<file path="src/rtl/ptc_pkg.sv">
package ptc_pkg;

  // Channel mode codes
  localparam logic [2:0] MODE_FROZEN = 3'b000;
  localparam logic [2:0] MODE_TOGGLE = 3'b011;
  localparam logic [2:0] MODE_PWM_LO = 3'b110;  // active below threshold
  localparam logic [2:0] MODE_PWM_HI = 3'b111;  // active at or above threshold

  // Register word addresses
  localparam logic [1:0] ADR_CTRL = 2'd0;
  localparam logic [1:0] ADR_PER  = 2'd1;
  localparam logic [1:0] ADR_THR  = 2'd2;
  localparam logic [1:0] ADR_EVT  = 2'd3;

  // Event strobe bits at ADR_EVT
  localparam int EVT_FORCE_UPD = 0;
  localparam int EVT_FLAG_CLR  = 1;

  // Control word, LSB first: run, per_stage, thr_stage, mode, act_low, out_en, irq_en
  typedef struct packed {
    logic       irq_en;
    logic       out_en;
    logic       act_low;
    logic [2:0] mode;
    logic       thr_stage;
    logic       per_stage;
    logic       run;
  } ctrl_t;

  localparam int CTRL_W = $bits(ctrl_t);

endpackage

</file>
<file path="src/rtl/ptc_regs.sv">
module ptc_regs
  import ptc_pkg::*;
#(
  parameter int              CNT_W   = 16,
  parameter logic [CNT_W-1:0] PER_RST = '1
) (
  input  logic             clk,
  input  logic             rst_n,
  input  logic             wr_en,
  input  logic [1:0]       wr_addr,
  input  logic [CNT_W-1:0] wr_data,
  output ctrl_t            ctrl,
  output logic [CNT_W-1:0] per_stage_q,
  output logic [CNT_W-1:0] thr_stage_q,
  output logic             per_wr,
  output logic             thr_wr,
  output logic             force_upd,
  output logic             flag_clr
);

  logic evt_wr;

  assign per_wr    = wr_en && (wr_addr == ADR_PER);
  assign thr_wr    = wr_en && (wr_addr == ADR_THR);
  assign evt_wr    = wr_en && (wr_addr == ADR_EVT);
  assign force_upd = evt_wr && wr_data[EVT_FORCE_UPD];
  assign flag_clr  = evt_wr && wr_data[EVT_FLAG_CLR];

  always_ff @(posedge clk or negedge rst_n) begin
    if (!rst_n) begin
      ctrl        <= '0;
      per_stage_q <= PER_RST;
      thr_stage_q <= '0;
    end else begin
      if (wr_en && (wr_addr == ADR_CTRL)) ctrl <= ctrl_t'(wr_data[CTRL_W-1:0]);
      if (per_wr) per_stage_q <= wr_data;
      if (thr_wr) thr_stage_q <= wr_data;
    end
  end

endmodule

</file>
<file path="src/rtl/ptc_timebase.sv">
module ptc_timebase #(
  parameter int              CNT_W   = 16,
  parameter logic [CNT_W-1:0] PER_RST = '1
) (
  input  logic             clk,
  input  logic             rst_n,
  input  logic             run,
  input  logic             per_stage_en,
  input  logic [CNT_W-1:0] per_stage_q,
  input  logic             per_wr,
  input  logic [CNT_W-1:0] wr_data,
  input  logic             force_upd,
  output logic [CNT_W-1:0] cnt,
  output logic             uev
);

  logic [CNT_W-1:0] per_act;
  logic             wrap;

  // Next count value: back to zero at or past the limit
  function automatic logic [CNT_W-1:0] step_count(input logic [CNT_W-1:0] c,
                                                  input logic [CNT_W-1:0] lim);
    return (c >= lim) ? '0 : c + 1'b1;
  endfunction

  assign wrap = run && (cnt >= per_act);
  assign uev  = wrap || force_upd;

  always_ff @(posedge clk or negedge rst_n) begin
    if (!rst_n)         cnt <= '0;
    else if (force_upd) cnt <= '0;
    else if (run)       cnt <= step_count(cnt, per_act);
  end

  always_ff @(posedge clk or negedge rst_n) begin
    if (!rst_n)                      per_act <= PER_RST;
    else if (per_wr && !per_stage_en) per_act <= wr_data;
    else if (uev)                     per_act <= per_stage_q;
  end

  assert_wrap_R1: assert property (@(posedge clk) disable iff (!rst_n)
    (run && !force_upd && cnt >= per_act) |=> (cnt == '0));

  assert_step_R1: assert property (@(posedge clk) disable iff (!rst_n)
    (run && !force_upd && cnt < per_act) |=> (cnt == $past(cnt) + 1'b1));

  assert_force_R4: assert property (@(posedge clk) disable iff (!rst_n)
    force_upd |=> (cnt == '0));

  assert_per_hold_R2: assert property (@(posedge clk) disable iff (!rst_n)
    (per_stage_en && !uev) |=> $stable(per_act));

endmodule

</file>
<file path="src/rtl/ptc_channel.sv">
module ptc_channel
  import ptc_pkg::*;
#(
  parameter int CNT_W = 16
) (
  input  logic             clk,
  input  logic             rst_n,
  input  logic [CNT_W-1:0] cnt,
  input  logic             run,
  input  logic             uev,
  input  logic [2:0]       mode,
  input  logic             thr_stage_en,
  input  logic [CNT_W-1:0] thr_stage_q,
  input  logic             thr_wr,
  input  logic [CNT_W-1:0] wr_data,
  input  logic             ext_clr,
  input  logic             flag_clr,
  output logic             ref_q,
  output logic             flag_q
);

  logic [CNT_W-1:0] thr_act;
  logic [2:0]       mode_q;
  logic             below, below_q, below_chg;
  logic             is_pwm, enter_pwm, period_start, clr_hold;
  logic             match_evt, pwm_lvl;

  function automatic logic cnt_below(input logic [CNT_W-1:0] c, input logic [CNT_W-1:0] t);
    return c < t;
  endfunction

  function automatic logic pwm_level(input logic [2:0] m, input logic b);
    return (m == MODE_PWM_HI) ? !b : b;
  endfunction

  assign below        = cnt_below(cnt, thr_act);
  assign below_chg    = below != below_q;
  assign is_pwm       = (mode == MODE_PWM_LO) || (mode == MODE_PWM_HI);
  assign enter_pwm    = is_pwm && (mode_q == MODE_FROZEN);
  assign match_evt    = run && (cnt == thr_act);
  assign pwm_lvl      = pwm_level(mode, below);

  always_ff @(posedge clk or negedge rst_n) begin
    if (!rst_n)                      thr_act <= '0;
    else if (thr_wr && !thr_stage_en) thr_act <= wr_data;
    else if (uev)                     thr_act <= thr_stage_q;
  end

  always_ff @(posedge clk or negedge rst_n) begin
    if (!rst_n) begin
      mode_q       <= MODE_FROZEN;
      below_q      <= 1'b0;
      period_start <= 1'b0;
      clr_hold     <= 1'b0;
    end else begin
      mode_q       <= mode;
      below_q      <= below;
      period_start <= uev;
      if (ext_clr && is_pwm) clr_hold <= 1'b1;
      else if (uev)          clr_hold <= 1'b0;
    end
  end

  always_ff @(posedge clk or negedge rst_n) begin
    if (!rst_n) ref_q <= 1'b0;
    else if (is_pwm) begin
      if (ext_clr || clr_hold) ref_q <= 1'b0;
      else if (below_chg || enter_pwm || period_start) ref_q <= pwm_lvl;
    end else if (mode == MODE_TOGGLE && match_evt) ref_q <= !ref_q;
  end

  always_ff @(posedge clk or negedge rst_n) begin
    if (!rst_n)         flag_q <= 1'b0;
    else if (match_evt) flag_q <= 1'b1;
    else if (flag_clr)  flag_q <= 1'b0;
  end

  assert_thr_hold_R3: assert property (@(posedge clk) disable iff (!rst_n)
    (thr_stage_en && !uev) |=> $stable(thr_act));

  assert_clear_R8: assert property (@(posedge clk) disable iff (!rst_n)
    (ext_clr && is_pwm) |=> !ref_q);

  assert_frozen_R10: assert property (@(posedge clk) disable iff (!rst_n)
    (mode == MODE_FROZEN) |=> $stable(ref_q));

  assert_flag_set_R11: assert property (@(posedge clk) disable iff (!rst_n)
    match_evt |=> flag_q);

endmodule

</file>
<file path="src/rtl/pwm_timer_chan.sv">
module pwm_timer_chan
  import ptc_pkg::*;
#(
  parameter int              CNT_W   = 16,
  parameter logic [CNT_W-1:0] PER_RST = '1
) (
  input  logic             clk,
  input  logic             rst_n,
  input  logic             wr_en,
  input  logic [1:0]       wr_addr,
  input  logic [CNT_W-1:0] wr_data,
  input  logic             ext_clr,
  output logic [CNT_W-1:0] cnt_o,
  output logic             ref_o,
  output logic             pin_o,
  output logic             update_o,
  output logic             match_flag_o,
  output logic             irq_o
);

  ctrl_t            ctrl;
  logic [CNT_W-1:0] per_stage_q, thr_stage_q;
  logic             per_wr, thr_wr, force_upd, flag_clr, uev;

  ptc_regs #(.CNT_W(CNT_W), .PER_RST(PER_RST)) regs_i (
    .clk, .rst_n, .wr_en, .wr_addr, .wr_data,
    .ctrl, .per_stage_q, .thr_stage_q, .per_wr, .thr_wr, .force_upd, .flag_clr
  );

  ptc_timebase #(.CNT_W(CNT_W), .PER_RST(PER_RST)) tb_i (
    .clk, .rst_n, .run(ctrl.run), .per_stage_en(ctrl.per_stage),
    .per_stage_q, .per_wr, .wr_data, .force_upd, .cnt(cnt_o), .uev
  );

  ptc_channel #(.CNT_W(CNT_W)) ch_i (
    .clk, .rst_n, .cnt(cnt_o), .run(ctrl.run), .uev, .mode(ctrl.mode),
    .thr_stage_en(ctrl.thr_stage), .thr_stage_q, .thr_wr, .wr_data,
    .ext_clr, .flag_clr, .ref_q(ref_o), .flag_q(match_flag_o)
  );

  assign update_o = uev;
  assign pin_o    = ctrl.out_en && (ref_o ^ ctrl.act_low);
  assign irq_o    = match_flag_o && ctrl.irq_en;

endmodule

</file>
<file path="config.mk">
export PLATFORM = sky130hd
export DESIGN_NAME = pwm_timer_chan
export DESIGN_NICKNAME = d
export VERILOG_FILES = /design/src/rtl/ptc_pkg.sv /design/src/rtl/ptc_regs.sv /design/src/rtl/ptc_timebase.sv /design/src/rtl/ptc_channel.sv /design/src/rtl/pwm_timer_chan.sv
export SDC_FILE = /design/constraint.sdc
export NUM_CORES = 1
export LEC_CHECK = 0
export BUFFER_PORTS_ARGS = -buffer_cell sky130_fd_sc_hd__buf_2
export CAP_MARGIN = 20
export CORE_ASPECT_RATIO = 0.6
export CORE_MARGIN = 2
export CORE_UTILIZATION = 30
export DETAILED_ROUTE_END_ITERATION = 8
export GPL_ROUTABILITY_DRIVEN = 0
export GPL_TIMING_DRIVEN = 0
export PLACE_DENSITY = 0.48
export RECOVER_POWER = 50
export SKIP_LAST_GASP = 1
export SLEW_MARGIN = 20
export SYNTH_ARGS = -nofsm -noshare
export SYNTH_HDL_FRONTEND = slang
export SYNTH_SLANG_ARGS = --single-unit
</file>
<file path="constraint.sdc">
create_clock -name clk -period 2.84 [get_ports clk]
set_input_delay 0.568 -clock clk [delete_from_list [all_inputs] [get_ports clk]]
set_output_delay 0.568 -clock clk [all_outputs]
set_load 0.005 [all_outputs]
</file>
==> impl_metrics.yaml <==
power_and_ir_drop:
  p_sw_frac: 0.315
  p_clk_frac: 0.285
  leakage_uw: 0.00303
  powerDensity_nw_per_um2: 689
  pwr-share-seq: 0.465
  power_frac_comb: 0.250
  ir_worst_vdd_mv: 0.301
  p_sw_uw: 1320
  p_int_uw: 2860
logic_synthesis:
  synthesis.area_um2: 5120
  ys.warnings.count: 0
  synthDistinctLibCells: 43
  synthFlopType: "dfrtp_1"
  synthTopCellsByCount: "65 x dfrtp_1, 47 x nor2_1, 45 x a21oi_1"
  synth_seq_area_share: 0.482
  synth_most_common_cell: "dfrtp_1"
  ys_ff_latch: 97
  syn_avg_cell_area_um2: 11.0
  synth_edf_count: 0
  async_reset_ff_frac: 1.00
  synthSimpleGateAreaFrac: 0.122
  synthDominantCellAreaShare: 0.318
  synthXorXnorAreaFrac: 0.00856
  synth_compound_gate_area_share: 0.106
  syn-num-nets: 522
  yosysTopAreaCell: "dfrtp_1"
  synthAdderAreaFrac: 0.0807
  yosys-top-cells-area: "dfrtp_1 32%, dfstp_2 16%, mux2_2 9.0%"
  synthMuxAreaShare: 0.153
  syn-instance-count: 467
  synth_top_family_by_area: "multiplexers"
timing:
  finalHoldWorstSlack_ps: 428
  setup_viol: 1
  finalHoldViolations: 0
  skew_ps: 13.9
  tightest_slew_ps: 1340
  clock.fmax_mhz: 348
  final.min_clock_period_ps: 2870
  slew_violations: 0
  rsz0062_at_grt: "yes"
  fin_crit_sh: 1.01
  setup_ws_ps: -32.4
  relSlewSlack: 0.106
placement:
  dpl_cell_area_um2: 5650
  dp_cells: 738
  dp_slack_ps: -352
  place_hpwl_um: 10000
  io_buffers: 42
critical_path:
  path_buf_inv: 4
  crit_type: "flip-flop to output pin"
  rrSetupSlack_ps: 230
  critPathLaunchType: "flip-flop"
  r2r-start: "tb_i.per_act[2]"
  slowest_stage: "dfstp_2"
  r2r_end: "ch_i.thr_act[12]"
  r2r_cells: 12
  crit_family: "compound AO/OA/AOI/OAI gates"
  cp_cell_sequence: "inv_2 > ha_4 > nand2_2 > o21ai_2 > a41oi_2 > o41ai_4 > o21ai_1 > buf_4 > inv_8 > buf_6"
  critical_path_required_ps: 2270
  path_max_fanout: 3
  slowest_delay_ps: 540
  crit_path_end_kind: "output pin"
  crit_arrival_ps: 2300
detailed_routing:
  drt-vias-per-instance: 4.92
  drc_errors: 0
  ant_nets: 0
  wl_per_cell_um: 18.2
  routed-via-count: 3738
  drtPass1Iterations: 4
  drt-initial-drc-count: 289
  drt-total-wl_um: 13800
clock_tree:
  cts_tree: "done"
  cts-htree-levels: 3
  ctsHoldBuffers: 0
  root_buffer: "clkbuf_16"
  cts.path.max_buffers: 2
  clock_latency_ps: 360
  cts_buffers: 9
  cts.sinks: 97
  clk_pin_slew_ps: 70
floorplan:
  core_um2: 16400
  rows: 36
  fp.dieH_um: 105
  die_x_um: 173
  die_area_um2: 18200
  start_util: 0.311
  top_level_ports: 43
global_route:
  grt_start_max_net_pins: 54
  gr-usage-all-layers: 0.162
  grt_pass1_wl_um: 22000
  grt_remaining_overflow: 0
  antenna_found_initial: 0
  first_global_vias: 3651
hold_path:
  hold_path_class: "primary input to async pin"
run:
  max_cap_violations: 0
finish:
  syn2layout_area_growth_pct: 18.6
  fill_cells: 1636
  drive_above_1_share: 0.345
  utilization: 0.369
  num_antenna_cells: 0
  fin_area_um2: 6070
  fin_nets: 581
  stdcell_count: 759
run_status:
  outcome: "finished with violations"
  violations: "negative setup slack"
[worst register-to-register path: cells and delay by family (launching register included)]
kind            cells  cell delay (ps)
compound gates      6              860
mux                 1              210
flops               1              540
buf+inv             4              630
fa+ha+maj           1              210
[metal layers]
metal  share of wire  up-vias  global-route usage
met5               0        -                   0
met4           0.012        0              0.0421
met3           0.046       14              0.0408
met2            0.40       74               0.215
met1            0.54     1894               0.253
li1                -     1756                   -
[stage by stage]
stage,setup TNS [ps],total power (uW)
floorplan,0,2560
global placement,-345,2850
detailed placement,-352,2910
CTS,-169,4170
global route,-327,4450
finish,-32.4,4180
[final cells by class]
type / count / area, um^2 / share of cell area
Tap cell: 228 / 285 / 0.0470
Inverter: 34 / 135 / 0.0223
Timing Repair Buffer: 49 / 265 / 0.0437
Buffer: 19 / 113 / 0.0185
Multi-Input combinational cell: 316 / 2520 / 0.415
Sequential cell: 97 / 2470 / 0.407
Clock inverter: 5 / 38.8 / 0.00639
Clock buffer: 11 / 243 / 0.0400
[power by group through the flow]
stage / sequential, uW / combinational (uW) / clock, uW
2_1_floorplan: 1890 / 661 / 0
3_3_place_gp: 1950 / 907 / 0
3_5_place_dp: 1960 / 943 / 0
4_1_cts: 1950 / 1000 / 1220
5_1_grt: 1980 / 1180 / 1280
6_report: 1940 / 1040 / 1190
[registers in the layout, indices dropped and copies added (netlist names), 3 cells and up]
| signal | count |
|---|---|
| tb_i.per_act | 16 |
| regs_i.ctrl | 9 |
| regs_i.per_stage_q | 16 |
| ch_i.mode_q | 3 |
| tb_i.cnt | 16 |
| regs_i.thr_stage_q | 16 |
| ch_i.thr_act | 16 |
[kinds of logic after synthesis]
| logic type | count (synthesis) |
|---|---|
| AND/OR/NAND/NOR | 116 |
| flip-flops | 97 |
| AO/OA/AOI/OAI | 89 |
| multiplexers | 73 |
| buffers and inverters | 54 |
| adder cells (fa/ha/maj) | 33 |
| XOR/XNOR | 5 |
[how the worst max path moves through the flow]
stage | start | to | slack (ps) | cells past startpoint
6_report | tb_i.per_act[2] | update_o | -30 | 10
3_5_place_dp | tb_i.per_act[2] | update_o | -350 | 11
4_1_cts | tb_i.per_act[13] | update_o | -170 | 9
2_1_floorplan | tb_i.per_act[2] | update_o | 240 | 10
5_1_grt | tb_i.per_act[1] | update_o | -110 | 10
3_3_place_gp | tb_i.per_act[2] | update_o | -350 | 11
[placed cells by master, fill, tap and decap left out, types with 4 or more instances in the layout]
cell type,Yosys,routed
dfrtp_1,65,61
nor2_1,47,47
a21oi_1,45,45
mux2_2,41,41
buf_2,0,39
mux2i_1,32,32
dfstp_2,32,32
inv_1,34,26
ha_1,33,26
nand2_1,17,16
clkbuf_1,12,14
a21o_1,12,12
o21ai_1,9,10
o21ai_0,11,9
clkbuf_16,0,9
inv_2,0,7
buf_4,2,7
nor3b_2,7,7
ha_4,0,7
nand4_1,6,6
buf_6,5,6
and3_1,6,6
nand3_1,5,5
xor2_1,4,4
dfrtp_2,0,4
[what timing repair did]
action | 4_1_cts | 5_1_grt
resized for setup | 27 | 6
endpoints found under the setup margin | 1 | 4
setup buffers | 4 | 2
pin swaps | 10 | 10
(Power assumes the default switching activity.)
